## config.mk

```make
export PLATFORM = sky130hd
export DESIGN_NAME = pix_wire_packer
export DESIGN_NICKNAME = d
export VERILOG_FILES = /design/src/rtl/pwp_pkg.sv /design/src/rtl/pwp_cfg_hold.sv /design/src/rtl/pwp_pixel_format.sv /design/src/rtl/pwp_byte_queue.sv /design/src/rtl/pix_wire_packer.sv
export SDC_FILE = /design/constraint.sdc
export NUM_CORES = 1
export LEC_CHECK = 0
export ABC_CLOCK_PERIOD_IN_PS = 2600
export BUFFER_PORTS_ARGS = -buffer_cell sky130_fd_sc_hd__buf_2
export CORE_MARGIN = 2
export CORE_UTILIZATION = 32
export DETAILED_ROUTE_END_ITERATION = 10
export PLACE_DENSITY = 0.61
export SYNTH_ARGS = -nofsm -noshare
export SYNTH_HDL_FRONTEND = slang
export SYNTH_SLANG_ARGS = --single-unit
```

## constraint.sdc

```tcl
create_clock -name clk -period 2.6 [get_ports clk]
set_input_delay 0 -clock clk [delete_from_list [all_inputs] [get_ports clk]]
set_output_delay 0 -clock clk [all_outputs]
set_load 0.03 [all_outputs]
```

## src/rtl/pwp_pkg.sv

```systemverilog
// Package: widths and format codes shared by the pixel packer.
// Assumes one byte lane equals one colour component width.
package pwp_pkg;
    localparam int COMP_W    = 8;
    localparam int BYTE_W    = 8;
    localparam int MAX_BYTES = 3;
    localparam int PIX_W     = 3 * COMP_W;
    localparam int CNT_W     = $clog2(MAX_BYTES + 1);
    localparam int FMT_W     = 3;
    localparam int TRI_W     = 3;

    typedef enum logic [FMT_W-1:0] {
        FMT_RGB565     = 3'd0,
        FMT_RGB666     = 3'd1,
        FMT_FULL888    = 3'd2,
        FMT_TRI_PACKED = 3'd3,
        FMT_TRI_NIBBLE = 3'd4
    } wire_fmt_e;
endpackage

```

## src/rtl/pwp_cfg_hold.sv

```systemverilog
// Module: holds the format and colour-order selects for the duration of a burst.
// Assumes: the selects are copied on idle cycles only; the held value is used by the datapath.
module pwp_cfg_hold
    import pwp_pkg::*;
(
    input  logic             clk,
    input  logic             rst_n,
    input  logic [FMT_W-1:0] fmt_sel,
    input  logic             bgr_sel,
    input  logic             accept,
    input  logic             accept_last,
    output logic [FMT_W-1:0] cfg_fmt,
    output logic             cfg_bgr,
    output logic             burst_active
);
    logic [FMT_W-1:0] fmt_q;
    logic             bgr_q;
    logic             burst_q;

    // Purpose: track burst membership and refresh the held selects between bursts.
    always_ff @(posedge clk) begin
        if (!rst_n) begin
            fmt_q   <= FMT_RGB565;
            bgr_q   <= 1'b0;
            burst_q <= 1'b0;
        end else begin
            if (accept) begin
                burst_q <= !accept_last;
            end
            if (!burst_q && !accept) begin
                fmt_q <= fmt_sel;
                bgr_q <= bgr_sel;
            end
        end
    end

    assign cfg_fmt      = fmt_q;
    assign cfg_bgr      = bgr_q;
    assign burst_active = burst_q;
endmodule

```

## src/rtl/pwp_pixel_format.sv

```systemverilog
// Module: turns one pixel into up to MAX_BYTES wire bytes for the held format.
// Assumes: accept marks a pixel being taken; 3-bit modes park the first pixel of a pair.
module pwp_pixel_format
    import pwp_pkg::*;
(
    input  logic                        clk,
    input  logic                        rst_n,
    input  logic                        accept,
    input  logic [PIX_W-1:0]            pix,
    input  logic                        last,
    input  logic [FMT_W-1:0]            fmt,
    input  logic                        bgr,
    output logic [MAX_BYTES*BYTE_W-1:0] bytes,
    output logic [CNT_W-1:0]            nbytes
);
    localparam int W5 = 5;
    localparam int W6 = 6;

    logic [COMP_W-1:0] red, grn, blu, c_first, c_last;
    logic [TRI_W-1:0]  tri_now, half_bits;
    logic              half_v;
    logic              is_tri;
    logic [BYTE_W-1:0] tri_byte;
    logic [2*BYTE_W-1:0] w565;

    assign red = pix[3*COMP_W-1 -: COMP_W];
    assign grn = pix[2*COMP_W-1 -: COMP_W];
    assign blu = pix[COMP_W-1 -: COMP_W];

    // Purpose: choose which of red/blue leads on the wire.
    always_comb begin
        c_first = bgr ? blu : red;
        c_last  = bgr ? red : blu;
    end

    assign tri_now = {c_first[COMP_W-1], grn[COMP_W-1], c_last[COMP_W-1]};
    assign is_tri  = (fmt == FMT_TRI_PACKED) || (fmt == FMT_TRI_NIBBLE);
    assign w565    = {c_first[COMP_W-1 -: W5], grn[COMP_W-1 -: W6], c_last[COMP_W-1 -: W5]};

    // Purpose: place a pair of 3-bit pixels into one byte for the active 3-bit layout.
    always_comb begin
        logic [TRI_W-1:0] p0, p1;
        if (half_v) begin
            p0 = half_bits;
            p1 = tri_now;
        end else begin
            p0 = tri_now;
            p1 = '0;
        end
        if (fmt == FMT_TRI_NIBBLE) tri_byte = {1'b0, p0, 1'b0, p1};
        else                       tri_byte = {2'b00, p0, p1};
    end

    // Purpose: build the byte lanes and their count for the held format.
    always_comb begin
        bytes  = '0;
        nbytes = '0;
        case (fmt)
            FMT_RGB666: begin
                bytes  = {c_first[COMP_W-1 -: W6], {(BYTE_W-W6){1'b0}},
                          grn[COMP_W-1 -: W6],     {(BYTE_W-W6){1'b0}},
                          c_last[COMP_W-1 -: W6],  {(BYTE_W-W6){1'b0}}};
                nbytes = CNT_W'(3);
            end
            FMT_FULL888: begin
                bytes  = {c_first, grn, c_last};
                nbytes = CNT_W'(3);
            end
            FMT_TRI_PACKED, FMT_TRI_NIBBLE: begin
                bytes  = {tri_byte, {(2*BYTE_W){1'b0}}};
                nbytes = (half_v || last) ? CNT_W'(1) : CNT_W'(0);
            end
            default: begin
                bytes  = {w565, {BYTE_W{1'b0}}};
                nbytes = CNT_W'(2);
            end
        endcase
    end

    // Purpose: park or release the first pixel of a 3-bit pair.
    always_ff @(posedge clk) begin
        if (!rst_n) begin
            half_v    <= 1'b0;
            half_bits <= '0;
        end else if (accept && is_tri) begin
            if (half_v) begin
                half_v <= 1'b0;
            end else if (!last) begin
                half_v    <= 1'b1;
                half_bits <= tri_now;
            end
        end
    end
endmodule

```

## src/rtl/pwp_byte_queue.sv

```systemverilog
// Module: holds the bytes of one pixel and shifts them out first lane first.
// Assumes: load happens only while empty; a load with count zero leaves it empty.
module pwp_byte_queue
    import pwp_pkg::*;
(
    input  logic                        clk,
    input  logic                        rst_n,
    input  logic                        load,
    input  logic [MAX_BYTES*BYTE_W-1:0] load_bytes,
    input  logic [CNT_W-1:0]            load_n,
    input  logic                        load_last,
    input  logic                        out_ready,
    output logic                        out_valid,
    output logic [BYTE_W-1:0]           out_byte,
    output logic                        out_last,
    output logic                        empty
);
    logic [BYTE_W-1:0] lane       [MAX_BYTES];
    logic [BYTE_W-1:0] lane_shift [MAX_BYTES];
    logic [CNT_W-1:0]  cnt;
    logic              last_q;
    logic              pop;

    assign pop = out_valid && out_ready;

    // Purpose: each lane takes its neighbour's byte on a pop; the tail fills with zero.
    for (genvar i = 0; i < MAX_BYTES; i++) begin : g_lane
        if (i < MAX_BYTES - 1) begin : g_mid
            assign lane_shift[i] = lane[i+1];
        end else begin : g_tail
            assign lane_shift[i] = '0;
        end
    end

    // Purpose: load a new pixel's bytes or advance by one byte.
    always_ff @(posedge clk) begin
        if (!rst_n) begin
            for (int i = 0; i < MAX_BYTES; i++) lane[i] <= '0;
            cnt    <= '0;
            last_q <= 1'b0;
        end else if (load) begin
            for (int i = 0; i < MAX_BYTES; i++)
                lane[i] <= load_bytes[(MAX_BYTES-1-i)*BYTE_W +: BYTE_W];
            cnt    <= load_n;
            last_q <= load_last && (load_n != '0);
        end else if (pop) begin
            for (int i = 0; i < MAX_BYTES; i++) lane[i] <= lane_shift[i];
            cnt <= cnt - 1'b1;
            if (cnt == CNT_W'(1)) last_q <= 1'b0;
        end
    end

    assign out_valid = (cnt != '0);
    assign out_byte  = lane[0];
    assign out_last  = last_q && (cnt == CNT_W'(1));
    assign empty     = (cnt == '0);
endmodule

```

## src/rtl/pix_wire_packer.sv

```systemverilog
// Module: top of the serial display pixel packer.
// Assumes: the selects are settled one cycle before a burst; one pixel is in flight at a time.
module pix_wire_packer
    import pwp_pkg::*;
(
    input  logic                clk,
    input  logic                rst_n,
    input  logic [FMT_W-1:0]    fmt_sel,
    input  logic                bgr_sel,
    input  logic                in_valid,
    output logic                in_ready,
    input  logic [PIX_W-1:0]    in_pix,
    input  logic                in_last,
    output logic                out_valid,
    input  logic                out_ready,
    output logic [BYTE_W-1:0]   out_byte,
    output logic                out_last
);
    logic                        accept;
    logic                        q_empty;
    logic [FMT_W-1:0]            cfg_fmt;
    logic                        cfg_bgr;
    logic                        burst_active;
    logic [MAX_BYTES*BYTE_W-1:0] fmt_bytes;
    logic [CNT_W-1:0]            fmt_n;

    assign in_ready = q_empty;
    assign accept   = in_valid && in_ready;

    pwp_cfg_hold u_cfg (
        .clk          (clk),
        .rst_n        (rst_n),
        .fmt_sel      (fmt_sel),
        .bgr_sel      (bgr_sel),
        .accept       (accept),
        .accept_last  (in_last),
        .cfg_fmt      (cfg_fmt),
        .cfg_bgr      (cfg_bgr),
        .burst_active (burst_active)
    );

    pwp_pixel_format u_fmt (
        .clk    (clk),
        .rst_n  (rst_n),
        .accept (accept),
        .pix    (in_pix),
        .last   (in_last),
        .fmt    (cfg_fmt),
        .bgr    (cfg_bgr),
        .bytes  (fmt_bytes),
        .nbytes (fmt_n)
    );

    pwp_byte_queue u_q (
        .clk        (clk),
        .rst_n      (rst_n),
        .load       (accept),
        .load_bytes (fmt_bytes),
        .load_n     (fmt_n),
        .load_last  (in_last),
        .out_ready  (out_ready),
        .out_valid  (out_valid),
        .out_byte   (out_byte),
        .out_last   (out_last),
        .empty      (q_empty)
    );
endmodule

```

# --- After elaboration in Yosys (flattened, before gate mapping) ---
# Memories as Yosys holds them, arrays and structs flattened.
# Cells that the tools add are included.
op_classes:
  mux: 29
  reduce_logical: 20
  bitwise: 8
  add_sub_neg: 1
  n_eq_ne: 5
op_table:
  columns: ["op", "n"]
  rows:
  - ["case mux 24 bit (3 select lines)", 1]
  - ["2-to-1 mux 8 bit", 8]
  - ["2-to-1 mux 1 bit", 14]
  - ["nonzero test 2 bit", 4]
  - ["2-to-1 mux 7 bit", 1]
  - ["equality test 3 x 2 -> 1 bit, second input constant", 2]
  - ["logical AND 1 bit", 6]
  - ["2-to-1 mux 3 bit", 2]
  - ["OR 1 bit", 6]
  - ["2-to-1 mux 2 bit", 2]
  - ["case mux 2 bit (2 select lines)", 1]
  - ["OR reduction 2 bit", 2]
  - ["equality test 3 x 1 -> 1 bit, second input constant", 1]
  - ["equality test 3 bit, second input constant", 1]
  - ["zero test 1 bit", 3]
  - ["AND reduction 3 bit", 1]
  - ["equality test 2 x 1 -> 1 bit, second input constant", 1]
  - ["zero test 2 bit", 1]
  - ["logical OR 1 bit", 2]
  - ["NOT 1 bit", 2]
  - ["AND reduction 2 bit", 1]
  - ["subtractor 2 x 1 -> 2 bit, second input constant", 1]
totals:
  inputBits: 33
  word_cells: 71
  ram_bits: 24
  regBits: 12
  mem_count: 1
mem_list:
  columns: ["name", "words", "width", "rd", "rd_clocked_by_memory_dff", "write_ports", "line", "text"]
  rows:
  - ["u_q.lane", 3, 8, 3, 0, 3, "pwp_byte_queue.sv:18", "logic [BYTE_W-1:0] lane [MAX_BYTES];"]

# --- Logic depth before layout (Yosys ltp) ---
# Gate-level depths: netlist (run 1).
depth:
  ltp_word: 7
  mapped_depth: 9
  mapped_depth_nobuf: 6

# --- Cells and area by module ---
# Synthesis (run 1) repeated with hierarchy kept, for this count alone.
unflattened:
  hier_cells: 215
  area_unflattened_um2: 2225.9
modules_own_cells:
  columns: ["mod", "instances", "area_per_inst_um2", "cells_each", "seq_area_each_um2"]
  rows:
  - ["pwp_byte_queue", 1, 1229.9, 87, 780.7]
  - ["pwp_pixel_format", 1, 802.0, 106, 80.1]
  - ["pwp_cfg_hold", 1, 187.7, 21, 100.1]
  - ["pix_wire_packer", 1, 6.3, 1, 0.0]

# --- Worst setup path before layout (run 1) ---
# No wires, ideal clock.
synth_timing:
  path_kind: "flip-flop to flip-flop"
  from: "reg u_q.cnt[0]"
  to: "mem u_q.lane[0][0], enable pin"
  n_path_buf: 1
  required_ps: 2215
  path_stages_with_launch: 6
  path_slack_ps: 363
  synth_period_minus_slack_ps: 2237
  arrival_ps: 1852
  path_cell_list: "dfxtp_1 inv_1 ha_1 buf_2 nor2b_1 nand3b_1"
synth_rtl:
  columns: ["element", "line", "text"]
  rows:
  - ["from (decl)", "pwp_byte_queue.sv:20", "logic [CNT_W-1:0] cnt;"]
  - ["from (signal assigned)", "pwp_byte_queue.sv:44", "cnt <= load_n;"]
  - ["from (signal assigned)", "pwp_byte_queue.sv:48", "cnt <= cnt - 1'b1;"]
  - ["to (decl)", "pwp_byte_queue.sv:18", null]

==> flow_metrics.tcl, run 1 <==
set metrics [dict create \
    outcome "finished, final reports clean" \
    drc 0 \
    finalSetupViolCount 0 \
    insertion_delay_ns 0.29 \
    p_leak_nw 0.980 \
    hpwl_um 3490 \
    powerDensity_mw_per_mm2 778 \
    finish.net_count 278 \
    core_area_mm2 0.00631 \
    pwr-share-clk_pct 25.5 \
    synth_flop_cell "edfxtp_1" \
    relSlewSlack_pct 56.2 \
    multi_input_area_um2 950 \
    syn_area_per_cell_um2 10.2 \
    grt_use_total_pct 14.1 \
    startpoint_type "flip-flop" \
    first_pass_iters 6 \
    portBuffers 43 \
    clock_skew_ns 0.00532 \
    fill_cells 646 \
    fin_hold_ws_ns 0.0157 \
    place_area_mm2 0.00229 \
    hold_viol 0 \
    drv_slew 0 \
    avgViaCountPerCell 4.97 \
    fin_crit_sh_pct 81.3 \
    drtIter0Drc 156 \
    comb_power_share_pct 31.7 \
    numCtsBuffers 5 \
    setup-tns-final_ns 0 \
    fp-row-count 29 \
    seq_power_share_pct 42.7 \
    synthCells 203 \
    intPower_mw 1.27 \
    die-area_mm2 0.00712 \
    min_period_ns 2.11 \
    max_freq_ghz 0.473 \
    start_util_pct 32.7 \
    max-cap-violations 0 \
    drt_wl_total_um 4690 \
    grt_overflow 0 \
    switching_share_pct 33.1 \
    io_pins 44 \
    ant_nets 0 \
    path_class "flip-flop to flip-flop" \
    tritoncts "done" \
    worst_pin_slew_ns 0.655 \
    diodes 0 \
    clockRootBuffer "clkbuf_8" \
    ys_ff_latch 36 \
    critical_path.top_delay_family "compound AO/OA/AOI/OAI gates" \
    ff2ff_setup_slack_ns 0.49 \
    grt_pass1_vias 1561 \
    slowest_stage "a222oi_1" \
    die_w_um 84.4 \
    cp.required_ns 2.63 \
    grt_max_degree 25 \
    drive_gt1_share_pct 25.8 \
    clock-sinks 36 \
    synth-seq-area-share_pct 46.5 \
    antenna_found_initial 0 \
    wire_per_inst_um 14.6 \
    ys.warnings.count 0 \
    finalWeightedCongestion 0.791 \
    path_cells "inv_1, ha_1, nor2b_1, buf_4, and2_1, a222oi_1, o21ai_0" \
    synth_area_mm2 0.00207 \
    hold_path.class "primary input to flip-flop" \
    synthArstFlopShare_pct 0 \
    synth_edf_count 24 \
    slowest_delay_ns 0.40 \
    stdcell_count 321 \
    dieHeight_um 84.4 \
    yosysUniqueCellTypes 47 \
    grt_pass1_wl_um 7910 \
    htree_levels 2 \
    design_area_mm2 0.00244 \
    place_inst 308 \
    crit_buf_inv 2 \
    peakVddDrop_uv 283 \
    clkSlewWorstSetupHoldPaths_ns 0.07 \
    syn-num-nets 238 \
    seqCellArea_um2 961 \
    vias 1595 \
    endpoint_kind "flip-flop" \
    critical_path_arrival_ns 2.15 \
    rsz0062_at_grt "false" \
    cts_buffer_depth 2 \
    syn_to_final_growth_pct 18.2 \
    cp_max_fo 16 \
    power.switching_mw 0.630 \
]
[cells in the final DEF, fill, tap and decap left out, types with 4 or more instances in the layout]
cell and instances:
buf_2 43, dlygate4sd3_1 5, clkbuf_8 5, nand2_1 18
nor2b_1 9, mux2i_1 18, a21oi_1 4, a221o_1 5
nand3_1 9, o21ai_0 9, buf_4 5, edfxtp_1 24
nor2_1 17, inv_1 7, dfxtp_1 12, mux2_2 5
[flip-flops by register name, summed over array words and instances, names as in the netlist]
name	count
u_cfg.cfg_bgr	1
u_q.last_q	1
u_fmt.half_v	1
u_q.lane	24
u_q.cnt	2
u_cfg.burst_active	1
u_cfg.cfg_fmt	3
u_fmt.half_bits	3
[kinds of logic after synthesis]
family / share of synthesized area (%)
AO/OA/AOI/OAI: 15.2
buffers and inverters: 7.57
XOR/XNOR: 0.848
multiplexers: 12.2
adder cells (fa/ha/maj): 1.21
AND/OR/NAND/NOR: 16.5
flip-flops: 46.5
[metrics by stage]
step / setup slack (ns) / util [%] / power [mW]
final: 0.485 / 38.7 / 1.90
after detailed placement: 0.506 / 36.2 / 1.43
after global placement: 0.585 / 36.2 / 1.42
after global routing: 0.303 / 38.7 / 2.02
after floorplan: 0.363 / - / 1.31
after CTS: 0.506 / 38.7 / 1.92
[area by class of cell]
| class | instances | share of cell area [%] |
|---|---|---|
| clock buffers | 6 | 2.97 |
| clock inverters | 2 | 1.43 |
| inverters | 7 | 1.08 |
| multi-input cells | 140 | 38.9 |
| flip-flops and latches | 36 | 39.3 |
| well taps | 77 | 3.94 |
| repair buffers | 53 | 12.4 |
[cell usage after synthesis (2+ instances only)]
master	n	area, µm²
dfxtp_1	12	240
nor3_1	3	15.0
or3_1	2	12.5
a22o_1	2	17.5
nor2_1	17	63.8
o21ai_0	9	45.0
ha_1	2	25.0
xnor2_1	2	17.5
o21ai_1	3	15.0
o21a_1	2	15.0
mux2i_1	18	180
a221o_1	5	50.1
buf_6	2	22.5
o211ai_1	3	22.5
mux2_2	5	56.3
nor2b_1	9	56.3
buf_2	4	20.0
nand3b_1	3	22.5
and2_1	3	18.8
a22oi_1	2	15.0
buf_4	9	67.6
a21oi_1	4	20.0
edfxtp_1	24	721
nand3_1	9	45.0
nand2_1	18	67.6
inv_1	7	26.3
clkbuf_1	4	15.0
[layer usage]
| layer | vias up | routed length, µm | track usage (%) |
|---|---|---|---|
| li1 | 816 | - | - |
| met1 | 728 | 2120 | 18.9 |
| met2 | 45 | 2170 | 22.0 |
| met3 | 6 | 310 | 3.83 |
| met4 | 0 | 82 | 5.19 |
| met5 | - | 0 | 0 |
[timing repair]
action / CTS / global route
buffers inserted: 0 / 0
hold buffers: 5 / 0
gates resized for setup: 0 / 0
endpoints found under the hold margin: 5 / 0
[power groups by stage]
stage	Combinational [mW]	Clock [mW]	Sequential [mW]
2_1_floorplan	0.510	0	0.798
3_3_place_gp	0.597	0	0.825
3_5_place_dp	0.603	0	0.826
4_1_cts	0.610	0.494	0.813
5_1_grt	0.666	0.524	0.826
6_report	0.603	0.486	0.812
[final timing paths]
| kind | cells after the start | endpoint | start |
|---|---|---|---|
| setup / recovery | 7 | u_q.lane[0][5]$_DFFE_PP_ | u_q.cnt[0]$_SDFFE_PN0P_ |
| hold / removal | 2 | u_q.lane[0][8]$_DFFE_PP_ | in_pix[8] |
| setup reg to reg | 7 | u_q.lane[0][5]$_DFFE_PP_ | u_q.cnt[0]$_SDFFE_PN0P_ |
| hold reg to reg | 2 | u_fmt.half_bits[1]$_SDFFE_PN0P_ | u_fmt.half_bits[1]$_SDFFE_PN0P_ |
(Power assumes the default switching activity.)
==> run 2: changes to the inputs <==
--- a/config.mk
+++ b/config.mk
@@ -5,12 +5,13 @@
 export SDC_FILE = /design/constraint.sdc
 export NUM_CORES = 1
 export LEC_CHECK = 0
-export ABC_CLOCK_PERIOD_IN_PS = 2600
+export ABC_AREA = 1
+export ABC_CLOCK_PERIOD_IN_PS = 2100
 export BUFFER_PORTS_ARGS = -buffer_cell sky130_fd_sc_hd__buf_2
 export CORE_MARGIN = 2
 export CORE_UTILIZATION = 32
 export DETAILED_ROUTE_END_ITERATION = 10
-export PLACE_DENSITY = 0.61
+export PLACE_DENSITY = 0.6
 export SYNTH_ARGS = -nofsm -noshare
 export SYNTH_HDL_FRONTEND = slang
 export SYNTH_SLANG_ARGS = --single-unit
==> constraint.sdc (replaced) <==
create_clock -name clk -period 2.1 [get_ports clk]
set_input_delay 0 -clock clk [delete_from_list [all_inputs] [get_ports clk]]
set_output_delay 0 -clock clk [all_outputs]
set_load 0.03 [all_outputs]
==> run 2 against run 1 <==
Effect of this change: combinational power is 120% higher; clock-buffer cell count shrank 1; critical path type unchanged; setup slack worse by 0.14 ns; clock power up 81%; the run now ends with hold timing left; global-route usage grew 0.29 points; final cell count increased by 27%; hold slack got worse by 0.025 ns; wire length up 11%; non-clock buffer count fell by 8.
==> flow_metrics.tcl, run 2 <==
set metrics [dict create \
    drc 0 \
    drt_wl_total_um 5210 \
    relSlewSlack_pct 64.7 \
    start_util_pct 32.9 \
    diodes 0 \
    htree_levels 2 \
    place_area_mm2 0.00244 \
    synth-seq-area-share_pct 43.2 \
    synthCells 292 \
    max_freq_ghz 0.570 \
    fin_crit_sh_pct 83.5 \
    synthArstFlopShare_pct 0 \
    powerDensity_mw_per_mm2 1270 \
    tritoncts "done" \
    drtIter0Drc 142 \
    finish.net_count 362 \
    slowest_delay_ns 0.34 \
    die_w_um 87.4 \
    cp.required_ns 2.26 \
    path_class "flip-flop to flip-flop" \
    max-cap-violations 0 \
    hold_buffers 0 \
    grt_overflow 0 \
    final_common_cell "nand2_1" \
    numCtsBuffers 5 \
    outcome "finished with violations" \
    grt_pass1_vias 1784 \
    drv_slew 0 \
    fill_cells 715 \
    dieHeight_um 87.4 \
    endpoint "u_q.lane[0][12]$_DFFE_PP_" \
    hpwl_um 3940 \
    synth.largest_area_cell "edfxtp_1" \
    final_util_pct 38.5 \
    clock-sinks 36 \
    multi_input_area_um2 988 \
    path_cells "inv_1, ha_1, nand2_2, nor2_4, inv_2, nor2_2, o21ai_1, o21ai_1" \
    largest_register_ffs 24 \
    wire_per_inst_um 12.8 \
    path_common_cell "o21ai_1" \
    design_area_mm2 0.00260 \
    syn_area_per_cell_um2 7.62 \
    core_area_mm2 0.00676 \
    antenna_found_initial 0 \
    peakVddDrop_uv 840 \
    finalSetupViolCount 0 \
    slowest_stage "nor2_4" \
    grt_max_degree 26 \
    synth_flop_cell "edfxtp_1" \
    grt_use_total_pct 14.4 \
    first_pass_iters 5 \
    die-area_mm2 0.00764 \
    rsz0062_at_grt "false" \
    r2r-start "u_q.cnt[0]$_SDFFE_PN0P_" \
    r2r_cells 8 \
    drive_gt1_share_pct 25.3 \
    synth_edf_count 24 \
    clock_skew_ns 0.00550 \
    synth_top_area_share_pct 32.4 \
    stdcell_count 408 \
    grt_pass1_wl_um 8430 \
    hold_path.class "primary input to flip-flop" \
    ant_nets 0 \
    synth_common_cells "83 x nand2_1, 36 x inv_1, 26 x nand3_1" \
    synth_area_mm2 0.00223 \
    critical_path_arrival_ns 1.91 \
    portBuffers 43 \
    regMostFlops "u_q.lane" \
    p_leak_nw 1.29 \
    crit_start "u_q.cnt[0]$_SDFFE_PN0P_" \
    cts_resized 0 \
    io_pins 44 \
    min_period_ns 1.75 \
    r2r_end "u_q.lane[0][12]$_DFFE_PP_" \
    ff2ff_setup_slack_ns 0.35 \
    ys_ff_latch 36 \
    syn-num-nets 327 \
    synth_area_leaders "edfxtp_1 32%, nand2_1 14%, dfxtp_1 11%, inv_1 6.1%, nand3_1 5.8%" \
    seqCellArea_um2 961 \
    setup-tns-final_ns 0 \
    endpoint_kind "flip-flop" \
    syn_to_final_growth_pct 16.9 \
    post-cts-setup-buffers 0 \
    clockRootBuffer "clkbuf_8" \
    ys.warnings.count 0 \
    cts_buffer_depth 2 \
    place_inst 400 \
    cp_max_fo 13 \
    violations "hold timing" \
    hold_viol 1 \
    clkSlewWorstSetupHoldPaths_ns 0.08 \
    avgViaCountPerCell 4.66 \
    yosysUniqueCellTypes 31 \
    fin_hold_ws_ns -0.00890 \
    startpoint_type "flip-flop" \
    synth_most_common_cell "nand2_1" \
    mostFrequentLayoutCells "83 x nand2_1, 43 x buf_2, 36 x inv_1, 26 x nand3_1" \
    finalWeightedCongestion 0.864 \
    vias 1902 \
    worst_pin_slew_ns 0.528 \
    insertion_delay_ns 0.30 \
    fp-row-count 30 \
]
run 2: routing by layer:
metal | global-route usage (%) | wire [µm] | vias to the layer above
met5 | 0 | 0 | -
met4 | 4.20 | 82 | 0
met3 | 3.70 | 443 | 10
met2 | 23.6 | 2360 | 65
met1 | 18.8 | 2320 | 832
li1 | - | - | 995
run 2: where the power goes:
part / total (mW) / internal [mW] / switching (mW)
Sequential: 1.13 / 1.04 / 0.0922
Combinational: 1.31 / 0.373 / 0.934
Clock: 0.878 / 0.594 / 0.284
Total: 3.31 / 2.00 / 1.31
run 2: cell families (layout without fill, tap and decap cells):
family	count (synthesis)	after routing	synth area share (%)
buffers and inverters	60	96	12.4
AOI/OAI and AO/OA	42	42	11.5
DFF	36	36	43.2
and+or+nand+nor	152	152	31.8
adders and majority gates	2	2	1.12
run 2: metrics by stage:
stage / setup slack (ns) / power, mW
floorplan: 0.0523 / 2.23
detailed placement: 0.334 / 2.46
CTS: 0.310 / 3.33
finish: 0.346 / 3.31
global placement: 0.380 / 2.45
global route: 0.161 / 3.52
run 2: worst min path at each step:
stage | endpoint | slack [ns] | start | cells past startpoint
after global routing | u_cfg.cfg_fmt[1]$_SDFFE_PN0P_ | 0.002 | fmt_sel[1] | 3
after detailed placement | u_cfg.cfg_fmt[1]$_SDFFE_PN0P_ | 0.30 | fmt_sel[1] | 3
final | u_cfg.cfg_fmt[1]$_SDFFE_PN0P_ | -0.009 | fmt_sel[1] | 3
after global placement | u_cfg.cfg_fmt[1]$_SDFFE_PN0P_ | 0.29 | fmt_sel[1] | 3
after CTS | u_cfg.cfg_fmt[1]$_SDFFE_PN0P_ | 0.0006 | fmt_sel[1] | 3
after floorplan | u_q.last_q$_SDFFE_PN0P_ | 0.16 | in_last | 2
run 2: worst max-delay path, delay by kind of cell (launching register included):
kind	cells	cell delay, ns
DFF	1	0.32
and+or+nand+nor	3	0.67
buffers and inverters	2	0.18
adders and majority gates	1	0.22
AOI/OAI and AO/OA	2	0.21
run 2: layout make-up:
class	instances	share of cell area, %
well taps	80	3.85
clock inverters	3	3.46
multi-input cells	196	38.0
inverters	43	6.30
repair buffers	45	8.85
flip-flops and latches	36	36.9
clock buffers	5	2.64
